### src/rtl/mdds_pkg.sv
package mdds_pkg;

  typedef enum logic [2:0] {
    MD_TONE  = 3'd0,
    MD_FSK   = 3'd1,
    MD_RAMP  = 3'd2,
    MD_CHIRP = 3'd3,
    MD_BPSK  = 3'd4
  } mdds_mode_e;

  // Unused codes fold onto single tone.
  function automatic mdds_mode_e mode_decode(input logic [2:0] code);
    case (code)
      3'd1:    return MD_FSK;
      3'd2:    return MD_RAMP;
      3'd3:    return MD_CHIRP;
      3'd4:    return MD_BPSK;
      default: return MD_TONE;
    endcase
  endfunction

endpackage

### src/rtl/mdds_freq_ctrl.sv
module mdds_freq_ctrl
  import mdds_pkg::*;
#(
  parameter int ACC_W = 48
) (
  input  logic             clk_i,
  input  logic             rst_i,
  input  mdds_mode_e       mode_i,
  input  logic             key_i,
  input  logic [ACC_W-1:0] ftw1_i,
  input  logic [ACC_W-1:0] ftw2_i,
  input  logic [ACC_W-1:0] step_i,
  output logic [ACC_W-1:0] freq_o
);

  function automatic logic [ACC_W-1:0] ramp_next(
    input logic [ACC_W-1:0] cur,
    input logic [ACC_W-1:0] tgt,
    input logic [ACC_W-1:0] stp
  );
    logic [ACC_W:0] up;
    up = {1'b0, cur} + {1'b0, stp};
    if (cur < tgt)      return (up >= {1'b0, tgt}) ? tgt : up[ACC_W-1:0];
    else if (cur > tgt) return (stp >= (cur - tgt)) ? tgt : (cur - stp);
    else                return tgt;
  endfunction

  function automatic logic [ACC_W-1:0] chirp_next(
    input logic [ACC_W-1:0] cur,
    input logic [ACC_W-1:0] stp
  );
    return cur + stp;
  endfunction

  logic [ACC_W-1:0] freq_q, freq_d;
  mdds_mode_e       last_mode_q;
  logic [ACC_W-1:0] ramp_tgt;
  logic             ramp_at_tgt;
  logic             chirp_start;

  assign ramp_tgt    = key_i ? ftw2_i : ftw1_i;
  assign ramp_at_tgt = (freq_q == ramp_tgt);
  assign chirp_start = (mode_i == MD_CHIRP) && (last_mode_q != MD_CHIRP);

  always_comb begin
    case (mode_i)
      MD_FSK:   freq_d = key_i ? ftw2_i : ftw1_i;
      MD_RAMP:  freq_d = ramp_next(freq_q, ramp_tgt, step_i);
      MD_CHIRP: freq_d = chirp_start ? ftw1_i : chirp_next(freq_q, step_i);
      default:  freq_d = ftw1_i;
    endcase
  end

  always_ff @(posedge clk_i) begin
    if (rst_i) begin
      freq_q      <= '0;
      last_mode_q <= MD_TONE;
    end else begin
      freq_q      <= freq_d;
      last_mode_q <= mode_i;
    end
  end

  assign freq_o = freq_q;


  ramp_hold_chk: assert property (@(posedge clk_i) disable iff (rst_i)
    (mode_i == MD_RAMP && ramp_at_tgt) |=> (freq_q == $past(freq_q)));


  fsk_sel_chk: assert property (@(posedge clk_i) disable iff (rst_i)
    (mode_i == MD_FSK && key_i) |=> (freq_q == $past(ftw2_i)));


  chirp_start_chk: assert property (@(posedge clk_i) disable iff (rst_i)
    chirp_start |=> (freq_q == $past(ftw1_i)));


  tone_alias_chk: assert property (@(posedge clk_i) disable iff (rst_i)
    (mode_i == MD_TONE || mode_i == MD_BPSK) |=> (freq_q == $past(ftw1_i)));

endmodule

### src/rtl/mdds_phase_acc.sv
module mdds_phase_acc #(
  parameter int ACC_W   = 48,
  parameter int PHASE_W = 16
) (
  input  logic               clk_i,
  input  logic               rst_i,
  input  logic [ACC_W-1:0]   freq_i,
  output logic [PHASE_W-1:0] phase_top_o
);

  function automatic logic [ACC_W-1:0] acc_add(
    input logic [ACC_W-1:0] a,
    input logic [ACC_W-1:0] b
  );
    return a + b;
  endfunction

  logic [ACC_W-1:0] acc_q;

  always_ff @(posedge clk_i) begin
    if (rst_i) acc_q <= '0;
    else       acc_q <= acc_add(acc_q, freq_i);
  end

  assign phase_top_o = acc_q[ACC_W-1 -: PHASE_W];


  zero_freq_hold_chk: assert property (@(posedge clk_i) disable iff (rst_i)
    (freq_i == '0) |=> $stable(acc_q));

endmodule

### src/rtl/mdds_phase_out.sv
module mdds_phase_out
  import mdds_pkg::*;
#(
  parameter int PHASE_W = 16
) (
  input  logic               clk_i,
  input  logic               rst_i,
  input  mdds_mode_e         mode_i,
  input  logic               key_i,
  input  logic [PHASE_W-1:0] phase_top_i,
  output logic [PHASE_W-1:0] phase_o,
  output logic               flip_o
);

  localparam logic [PHASE_W-1:0] HALF_CYCLE = {1'b1, {(PHASE_W-1){1'b0}}};

  logic flip_q;

  always_ff @(posedge clk_i) begin
    if (rst_i) flip_q <= 1'b0;
    else       flip_q <= (mode_i == MD_BPSK) && key_i;
  end

  assign phase_o = flip_q ? (phase_top_i ^ HALF_CYCLE) : phase_top_i;
  assign flip_o  = flip_q;


  flip_msb_chk: assert property (@(posedge clk_i) disable iff (rst_i)
    flip_o |-> (phase_o[PHASE_W-1] != phase_top_i[PHASE_W-1]));

endmodule

### src/rtl/mdds_top.sv
module mdds_top
  import mdds_pkg::*;
#(
  parameter int ACC_W   = 48,
  parameter int PHASE_W = 16,
  parameter int MODE_W  = 3
) (
  input  logic               clk_i,
  input  logic               mrst_i,
  input  logic [MODE_W-1:0]  mode_i,
  input  logic [ACC_W-1:0]   ftw1_i,
  input  logic [ACC_W-1:0]   ftw2_i,
  input  logic [ACC_W-1:0]   step_i,
  input  logic               key_i,
  output logic [PHASE_W-1:0] phase_o,
  output logic               flip_o
);

  mdds_mode_e         mode_dec;
  logic [ACC_W-1:0]   freq_w;
  logic [PHASE_W-1:0] phase_top_w;

  assign mode_dec = mode_decode(mode_i[2:0]);

  mdds_freq_ctrl #(.ACC_W(ACC_W)) u_freq (
    .clk_i (clk_i),
    .rst_i (mrst_i),
    .mode_i(mode_dec),
    .key_i (key_i),
    .ftw1_i(ftw1_i),
    .ftw2_i(ftw2_i),
    .step_i(step_i),
    .freq_o(freq_w)
  );

  mdds_phase_acc #(.ACC_W(ACC_W), .PHASE_W(PHASE_W)) u_acc (
    .clk_i      (clk_i),
    .rst_i      (mrst_i),
    .freq_i     (freq_w),
    .phase_top_o(phase_top_w)
  );

  mdds_phase_out #(.PHASE_W(PHASE_W)) u_out (
    .clk_i      (clk_i),
    .rst_i      (mrst_i),
    .mode_i     (mode_dec),
    .key_i      (key_i),
    .phase_top_i(phase_top_w),
    .phase_o    (phase_o),
    .flip_o     (flip_o)
  );


  reset_clear_chk: assert property (@(posedge clk_i)
    mrst_i |=> (phase_o == '0 && !flip_o));

endmodule

### config.mk
export PLATFORM = sky130hd
export DESIGN_NAME = mdds_top
export DESIGN_NICKNAME = d
export VERILOG_FILES = /design/src/rtl/mdds_pkg.sv /design/src/rtl/mdds_freq_ctrl.sv /design/src/rtl/mdds_phase_acc.sv /design/src/rtl/mdds_phase_out.sv /design/src/rtl/mdds_top.sv
export SDC_FILE = /design/constraint.sdc
export NUM_CORES = 1
export LEC_CHECK = 0
export ABC_CLOCK_PERIOD_IN_PS = 22100
export BUFFER_PORTS_ARGS = -buffer_cell sky130_fd_sc_hd__buf_2
export CELL_PAD_IN_SITES_DETAIL_PLACEMENT = 1
export CELL_PAD_IN_SITES_GLOBAL_PLACEMENT = 1
export CORE_UTILIZATION = 25
export DETAILED_ROUTE_END_ITERATION = 7
export GPL_TIMING_DRIVEN = 0
export MAX_ROUTING_LAYER = met4
export PLACE_DENSITY = 0.52
export SLEW_MARGIN = 20
export SYNTH_ARGS = -nofsm -noshare
export SYNTH_HDL_FRONTEND = slang
export SYNTH_HIERARCHICAL = 1
export SYNTH_SLANG_ARGS = --single-unit
### constraint.sdc
create_clock -name clk_i -period 22.1 [get_ports clk_i]
set_clock_uncertainty 0.15 [all_clocks]
set_input_delay 4.42 -clock clk_i [delete_from_list [all_inputs] [get_ports clk_i]]
set_output_delay 4.42 -clock clk_i [all_outputs]
set_load 0.01 [all_outputs]
==> metrics.txt, run 1 <==
gr usage total=between 20% and 30%; clock root buffer=clkbuf_16; die height=roughly 280 µm; crit path buf inv count=7; initial antenna violation count=0; half-perimeter wire length after placement=between 80000 and 90000 µm; vias in the first global route=between 20000 and 25000; Main synth FF type=dfxtp_1; post-DR wirelength/cell=around 28 µm; IO buf count=around 170; NumNets Final=3235; Final ANT Viol Nets=0; WP data required=22.20 ns; Area Overhead vs Synth=12.6%; core outline area=approximately 75000 µm²; CTS tree=built; Leak Pwr=about 0.0093 µW; Ys Warns=6; Post-synth ARST share=0%; CTS H-Tree Depth=3; commonest non-fill, non-tap cell in the layout=a21oi_1; num rows=100; Slew Limit Headroom=between 10% and 20%; Max Cap Violations=0; Routability Congestion=about 0.95; Most Frequent Cell on Critical Path=o21ai_0; Post-CTS Resized=0; Worst Tran Pin Value=1.25 ns; clock buffer depth=2; CP Max Fanout=10; post-synthesis sequential area ratio=about a tenth; Worst setup SP type=input port; Skew-Pair Late Insertion Delay=0.39 ns; fmax=roughly 0.062 GHz; slowest stage delay, CP=between 0.8 and 0.9 ns; WL final=106000 µm; instance area at placement=between 20000 and 25000 µm²; Post-synth EDFFs=0; R2R setup slack=about 12 ns; syn nets=3057; share of cells above drive strength 1=11.0%; Fin. Hold Viols=0; starting density of the core=between 20% and 30%; Critical Path End Type=flop; I/O Pins=between 150 and 200; DRT Pass-1 Iters=5; Clock transition at path regs=about 0.080 ns; CTS Hold Bufs=0; Crit-path slowest cell=clkbuf_1; Syn Inst Count=between 2000 and 3000; Iteration-0 DRC Markers=roughly 1700; kind of critical path=in2reg; first-pass GRT wire length=between 150000 and 200000 µm; Synth cell types=slightly above 100; crit share post-route=72.6%; FF+latch count, synth=100; Post-Synthesis Cell Area=~19000 µm²; commonest non-fill, non-tap cells in the layout=a21oi_1, ha_1, nor2_1; final setup TNS=0 ns; average cell area after synthesis=just over 7 µm²; grt total ovfl=0; CP top delay family=compound AO/OA/AOI/OAI gates; post-detailed-route DRC marker count=0; routed vias/inst=roughly 5.8; Post-Place Setup Slack=approximately 5.3 ns; Power Dens Cells=about 70 nW/µm²; vias=between 20000 and 25000; clock sink count=100; die width=277 µm; Num CTS Buffers=9; min Tclk post-route=about 16 ns; DIE AREA=approximately 77000 µm²; final worst setup slack=between 6 and 7 ns; post-route cell area=21300 µm²; maximum VDD drop=between 0.03 and 0.04 mV; outcome=finished, final reports clean; Post-CTS Repair Setup Buffers=0; Max Slew Vio Count=0; Critical Path AT=16.14 ns; # diodes=0; Hold WC Path Type=reg2reg; largest net degree at the start of global routing=18; RSZ-0062 raised after global routing=false; final setup violation count=0
-- logic make-up (layout without fill, tap and decap cells) --
family          Yosys count  after routing  share of synthesized area (%)
buf+inv                 299            482                           6.90
simple gates            748            748                           19.1
flops                   100            100                           10.6
xor+xnor                148            148                           6.86
compound gates          964            964                           33.6
mux                      66             66                           3.58
fa+ha+maj               291            291                           19.4
-- worst reg2reg max path: cells and delay by family (launching register included) --
family / cells / cell delay (ns)
AND/OR/NAND/NOR: 8 / 2.63
XOR/XNOR: 1 / 0.20
buffers and inverters: 5 / 1.77
flip-flops: 1 / 0.45
adder cells (fa/ha/maj): 3 / 0.76
AO/OA/AOI/OAI: 11 / 4.37
-- registers in the layout, indices dropped and copies added (netlist names) --
register            flops
u_out/flip_o            1
u_acc/acc_q            48
u_freq/freq_o          48
u_freq/last_mode_q      3
-- area by class of cell --
class	count	area [µm²]
well taps	969	1210
multi-input cells	2217	15600
fillers	9268	53300
flip-flops and latches	100	2000
inverters	142	534
clock buffers	10	239
plain buffers	157	776
repair buffers	167	838
clock inverters	6	70.1
-- per-stage QoR --
step / utilization (%) / power, µW / hold slack, ns / cells
2_1_floorplan: - / 927 / 0.374 / 2616
3_5_place_dp: 28.1 / 1300 / 0.418 / 3752
3_3_place_gp: 28.1 / 1270 / 0.387 / 3751
5_1_grt: 28.5 / 1600 / 0.489 / 3768
6_report: 28.5 / 1500 / 0.433 / 3768
4_1_cts: 28.5 / 1490 / 0.445 / 3768
-- synthesized netlist by cell type, drive strengths merged (38+ instances only) --
cell type,number,area share (%)
a211oi,51,2.2
a21o,77,3.1
a21oi,332,8.8
a221oi,43,2.1
buf,69,2.3
clkbuf,87,1.7
dfxtp,100,11
ha,287,19
inv,138,2.7
mux2i,56,3.0
nand2,178,3.5
nand3,57,1.5
nand4,54,1.8
nor2,241,4.8
nor3,58,1.5
o21ai,164,4.4
o21bai,46,1.8
xnor2,110,5.1
xor2,38,1.8
-- layer usage --
| layer | vias to the layer above | share of wire [%] | GRT usage [%] |
|---|---|---|---|
| met4 | 0 | 3.5 | 9.23 |
| met1 | 10800 | 45 | 35.9 |
| li1 | 10100 | - | - |
| met2 | 819 | 46 | 44.6 |
| met3 | 136 | 5.6 | 2.47 |
| met5 | - | 0 | - |
-- where the power goes --
part           switching, µW  leakage (µW)  total, µW  internal (µW)
clock network           92.5      0.000153        185           92.4
registers               39.0      0.000830        253            214
logic                    689       0.00835       1060            372
total                    820       0.00933       1500            678
-- final timing paths --
| check | from | end | cells after the start |
|---|---|---|---|
| hold reg to reg | u_acc/acc_q[0] | u_acc/acc_q[0] | 2 |
| setup reg to reg | u_freq/freq_o[0] | u_freq/freq_o[39] | 28 |
| hold / removal | u_acc/acc_q[0] | u_acc/acc_q[0] | 2 |
| setup / recovery | key_i | u_freq/freq_o[39] | 30 |
Note: power is estimated with default switching activity, not from simulation.
==> inputs of run 2 (changes only) <==
ABC_AREA = 1   (was default)
ABC_CLOCK_PERIOD_IN_PS = 16100   (was 22100)
PLACE_DENSITY = 0.55   (was 0.52)
clock period = 16.1 ns   (was 22.1 ns; I/O delays follow)
==> metrics.txt, run 2 <==
Final Non-Filler Cells=6092 (was 3768); top cells by area, synth=nand2_1, ha_1, inv_1 (was ha_1, dfxtp_1, a21oi_1); half-perimeter wire length after placement=122000 µm (was 88100 µm); FF+latch count, synth=100 (unchanged); fmax=between 0.09 and 0.1 GHz; CTS Hold Bufs=0 (unchanged); instance area at placement=26800 µm² (was 21000 µm²); Leak Pwr=0.0154 µW (was 0.00933 µW); Layout Utilization=28.1% (was 28.5%); R2R setup slack=9.46 ns (was 11.64 ns); Post-Place Setup Slack=4.58 ns (was 5.31 ns); Syn Inst Count=4634 (was 2616); Skew-Pair Late Insertion Delay=0.39 ns (about the same); routed vias/inst=4.89 (was 5.80); maximum VDD drop=0.0437 mV (was 0.0347 mV); largest net degree at the start of global routing=19 (was 18); clock buffer depth=2 (unchanged); Routability Congestion=0.989 (was 0.953); starting density of the core=25.2% (was 25.3%); CP top delay family=simple AND/OR/NAND/NOR gates (was compound AO/OA/AOI/OAI gates); Ys Warns=6 (unchanged); WL final=138000 µm (was 106000 µm); outcome=finished, final reports clean (unchanged); Final ANT Viol Nets=0 (unchanged); DIE AREA=98800 µm² (was 76700 µm²); slowest stage delay, CP=0.70 ns (was 0.82 ns); die height=314 µm (was 277 µm); commonest non-fill, non-tap cell in the layout=nand2_1 (was a21oi_1); die width=314 µm (was 277 µm); post-detailed-route DRC marker count=0 (unchanged); vias=29800 (was 21800); Power Dens Cells=83.0 nW/µm² (was 70.4 nW/µm²); CP Max Fanout=10 (unchanged); Max Slew Vio Count=0 (unchanged); Post-synth ARST share=0% (unchanged); commonest non-fill, non-tap cells in the layout=nand2_1, inv_1, nor2_1 (was a21oi_1, ha_1, nor2_1); DRT Pass-1 Iters=5 (unchanged); area leader, netlist=nand2_1 (was ha_1); min Tclk post-route=about 11 ns; initial antenna violation count=1 (was 0); Synth cell types=49 (was 102); Post-synth EDFFs=0 (unchanged); final worst setup slack=5.14 ns (was 6.06 ns); WP data required=16.22 ns (was 22.20 ns); first-pass GRT wire length=199000 µm (was 153000 µm); RSZ-0062 raised after global routing=false (unchanged); library cell with the highest instance count after synthesis=nand2_1 (was a21oi_1); clock root buffer=clkbuf_16 (unchanged); crit share post-route=68.1%; Area Overhead vs Synth=11.2% (was 12.6%); num rows=114 (was 100); Most Frequent Cell on Critical Path=nand2_1 (was o21ai_0); Crit-path slowest cell=clkbuf_1 (unchanged); final setup violation count=0 (unchanged); core outline area=96600 µm² (was 74600 µm²); crit path buf inv count=6 (was 7); Fin. Hold Viols=0 (unchanged); Num CTS Buffers=9 (unchanged); NumNets Final=5252 (was 3235); I/O Pins=167 (unchanged); final setup TNS=0 ns (unchanged); syn nets=5075 (was 3057); IO buf count=166 (unchanged); grt total ovfl=0 (unchanged); Post-Synthesis Cell Area=24400 µm² (was 18900 µm²); # diodes=0 (unchanged); post-synth top area share=25.2% (was 19.0%); Main synth FF type=dfxtp_1 (unchanged); CTS tree=built (unchanged); Post-CTS Repair Setup Buffers=0 (unchanged); post-route cell area=27100 µm² (was 21300 µm²); placed cell count=6076 (was 3752); Slew Limit Headroom=25.8% (was 14.6%); Worst Tran Pin Value=1.10 ns (was 1.25 ns); vias in the first global route=30200 (was 22600); gr usage total=28.4% (was 27.6%); Critical Path End Type=flop (unchanged); post-synthesis sequential area ratio=8.21% (was 10.6%); Iteration-0 DRC Markers=1592 (was 1652); average cell area after synthesis=5.26 µm² (was 7.22 µm²); kind of critical path=in2reg (unchanged); post-DR wirelength/cell=22.6 µm (was 28.1 µm); most common library cells after synthesis=nand2_1, inv_1, nor2_1 (was a21oi_1, ha_1, nor2_1); Max Cap Violations=0 (unchanged); Post-CTS Resized=0 (unchanged); share of cells above drive strength 1=7.33% (was 11.0%); Critical Path AT=11.08 ns (was 16.14 ns); CTS H-Tree Depth=3 (unchanged); Hold WC Path Type=reg2reg (unchanged); Worst setup SP type=input port (unchanged); Clock transition at path regs=0.08 ns (about the same); clock sink count=100 (unchanged)
==> run 2: cell types whose count changed in the layout (fill, tap and decap cells not counted), moves of 34 or more <==
cell	change
nand2_1	+1457
inv_1	+702
a211oi_1	-44
o21ai_0	+75
xnor2_1	-76
mux2i_1	-56
o21bai_1	-34
nor2b_1	-36
a21o_1	-62
nor2_1	+132
nand3_1	+179
==> run 2: per-layer routing <==
metal	part of all wire (%)	global-route usage, %	vias to the layer above
met1	46	36.5	14200
met5	0	-	-
met2	47	47.7	593
met3	3.0	1.20	149
li1	-	-	14800
met4	3.4	9.06	0
==> run 2: cells by family (layout without fill, tap and decap cells) <==
logic type / after synthesis / after routing / synth area share, %
and+or+nand+nor: 2431 / 2431 / 40.7
buffers and inverters: 996 / 1178 / 16.3
AOI/OAI and AO/OA: 711 / 711 / 15.9
adders and majority gates: 291 / 291 / 15.1
xor gates and xnor gates: 105 / 105 / 3.77
DFF: 100 / 100 / 8.21
==> run 2: power breakdown <==
group / total, µW / switching [µW] / internal, µW
Clock: 245 / 132 / 113
Sequential: 341 / 55.0 / 286
Combinational: 1660 / 1150 / 510
==> run 2: area by class of cell <==
type                    count  area (µm²)
fillers                 13200       69500
multi-input cells        3538       18400
inverters                 850        3190
flip-flops and latches    100        2000
well taps                1276        1600
repair buffers            166         831
plain buffers             146         787
clock buffers              10         239
clock inverters             6        56.3
==> run 2: per-stage QoR <==
stage / total power, µW / hold WS (ns)
after floorplan: 1390 / 0.369
after CTS: 2250 / 0.422
after global placement: 1970 / 0.378
final: 2250 / 0.411
after global routing: 2450 / 0.456
after detailed placement: 1990 / 0.401
==> run 2: worst min-delay path, cell delays in order, from the launching register on <==
cell and delay [ns]:
dfxtp_1 0.32, ha_1 0.11, inv_1 0.04, nor2_1 0.06
==> run 2: worst paths after layout <==
kind	from	endpoint	depth (start not counted)
worst min register to register	u_acc/acc_q[0]	u_acc/acc_q[0]	3
worst max register to register	u_freq/freq_o[1]	u_freq/freq_o[4]	29
worst max-delay path	key_i	u_freq/freq_o[4]	35
worst min-delay path	u_acc/acc_q[0]	u_acc/acc_q[0]	3
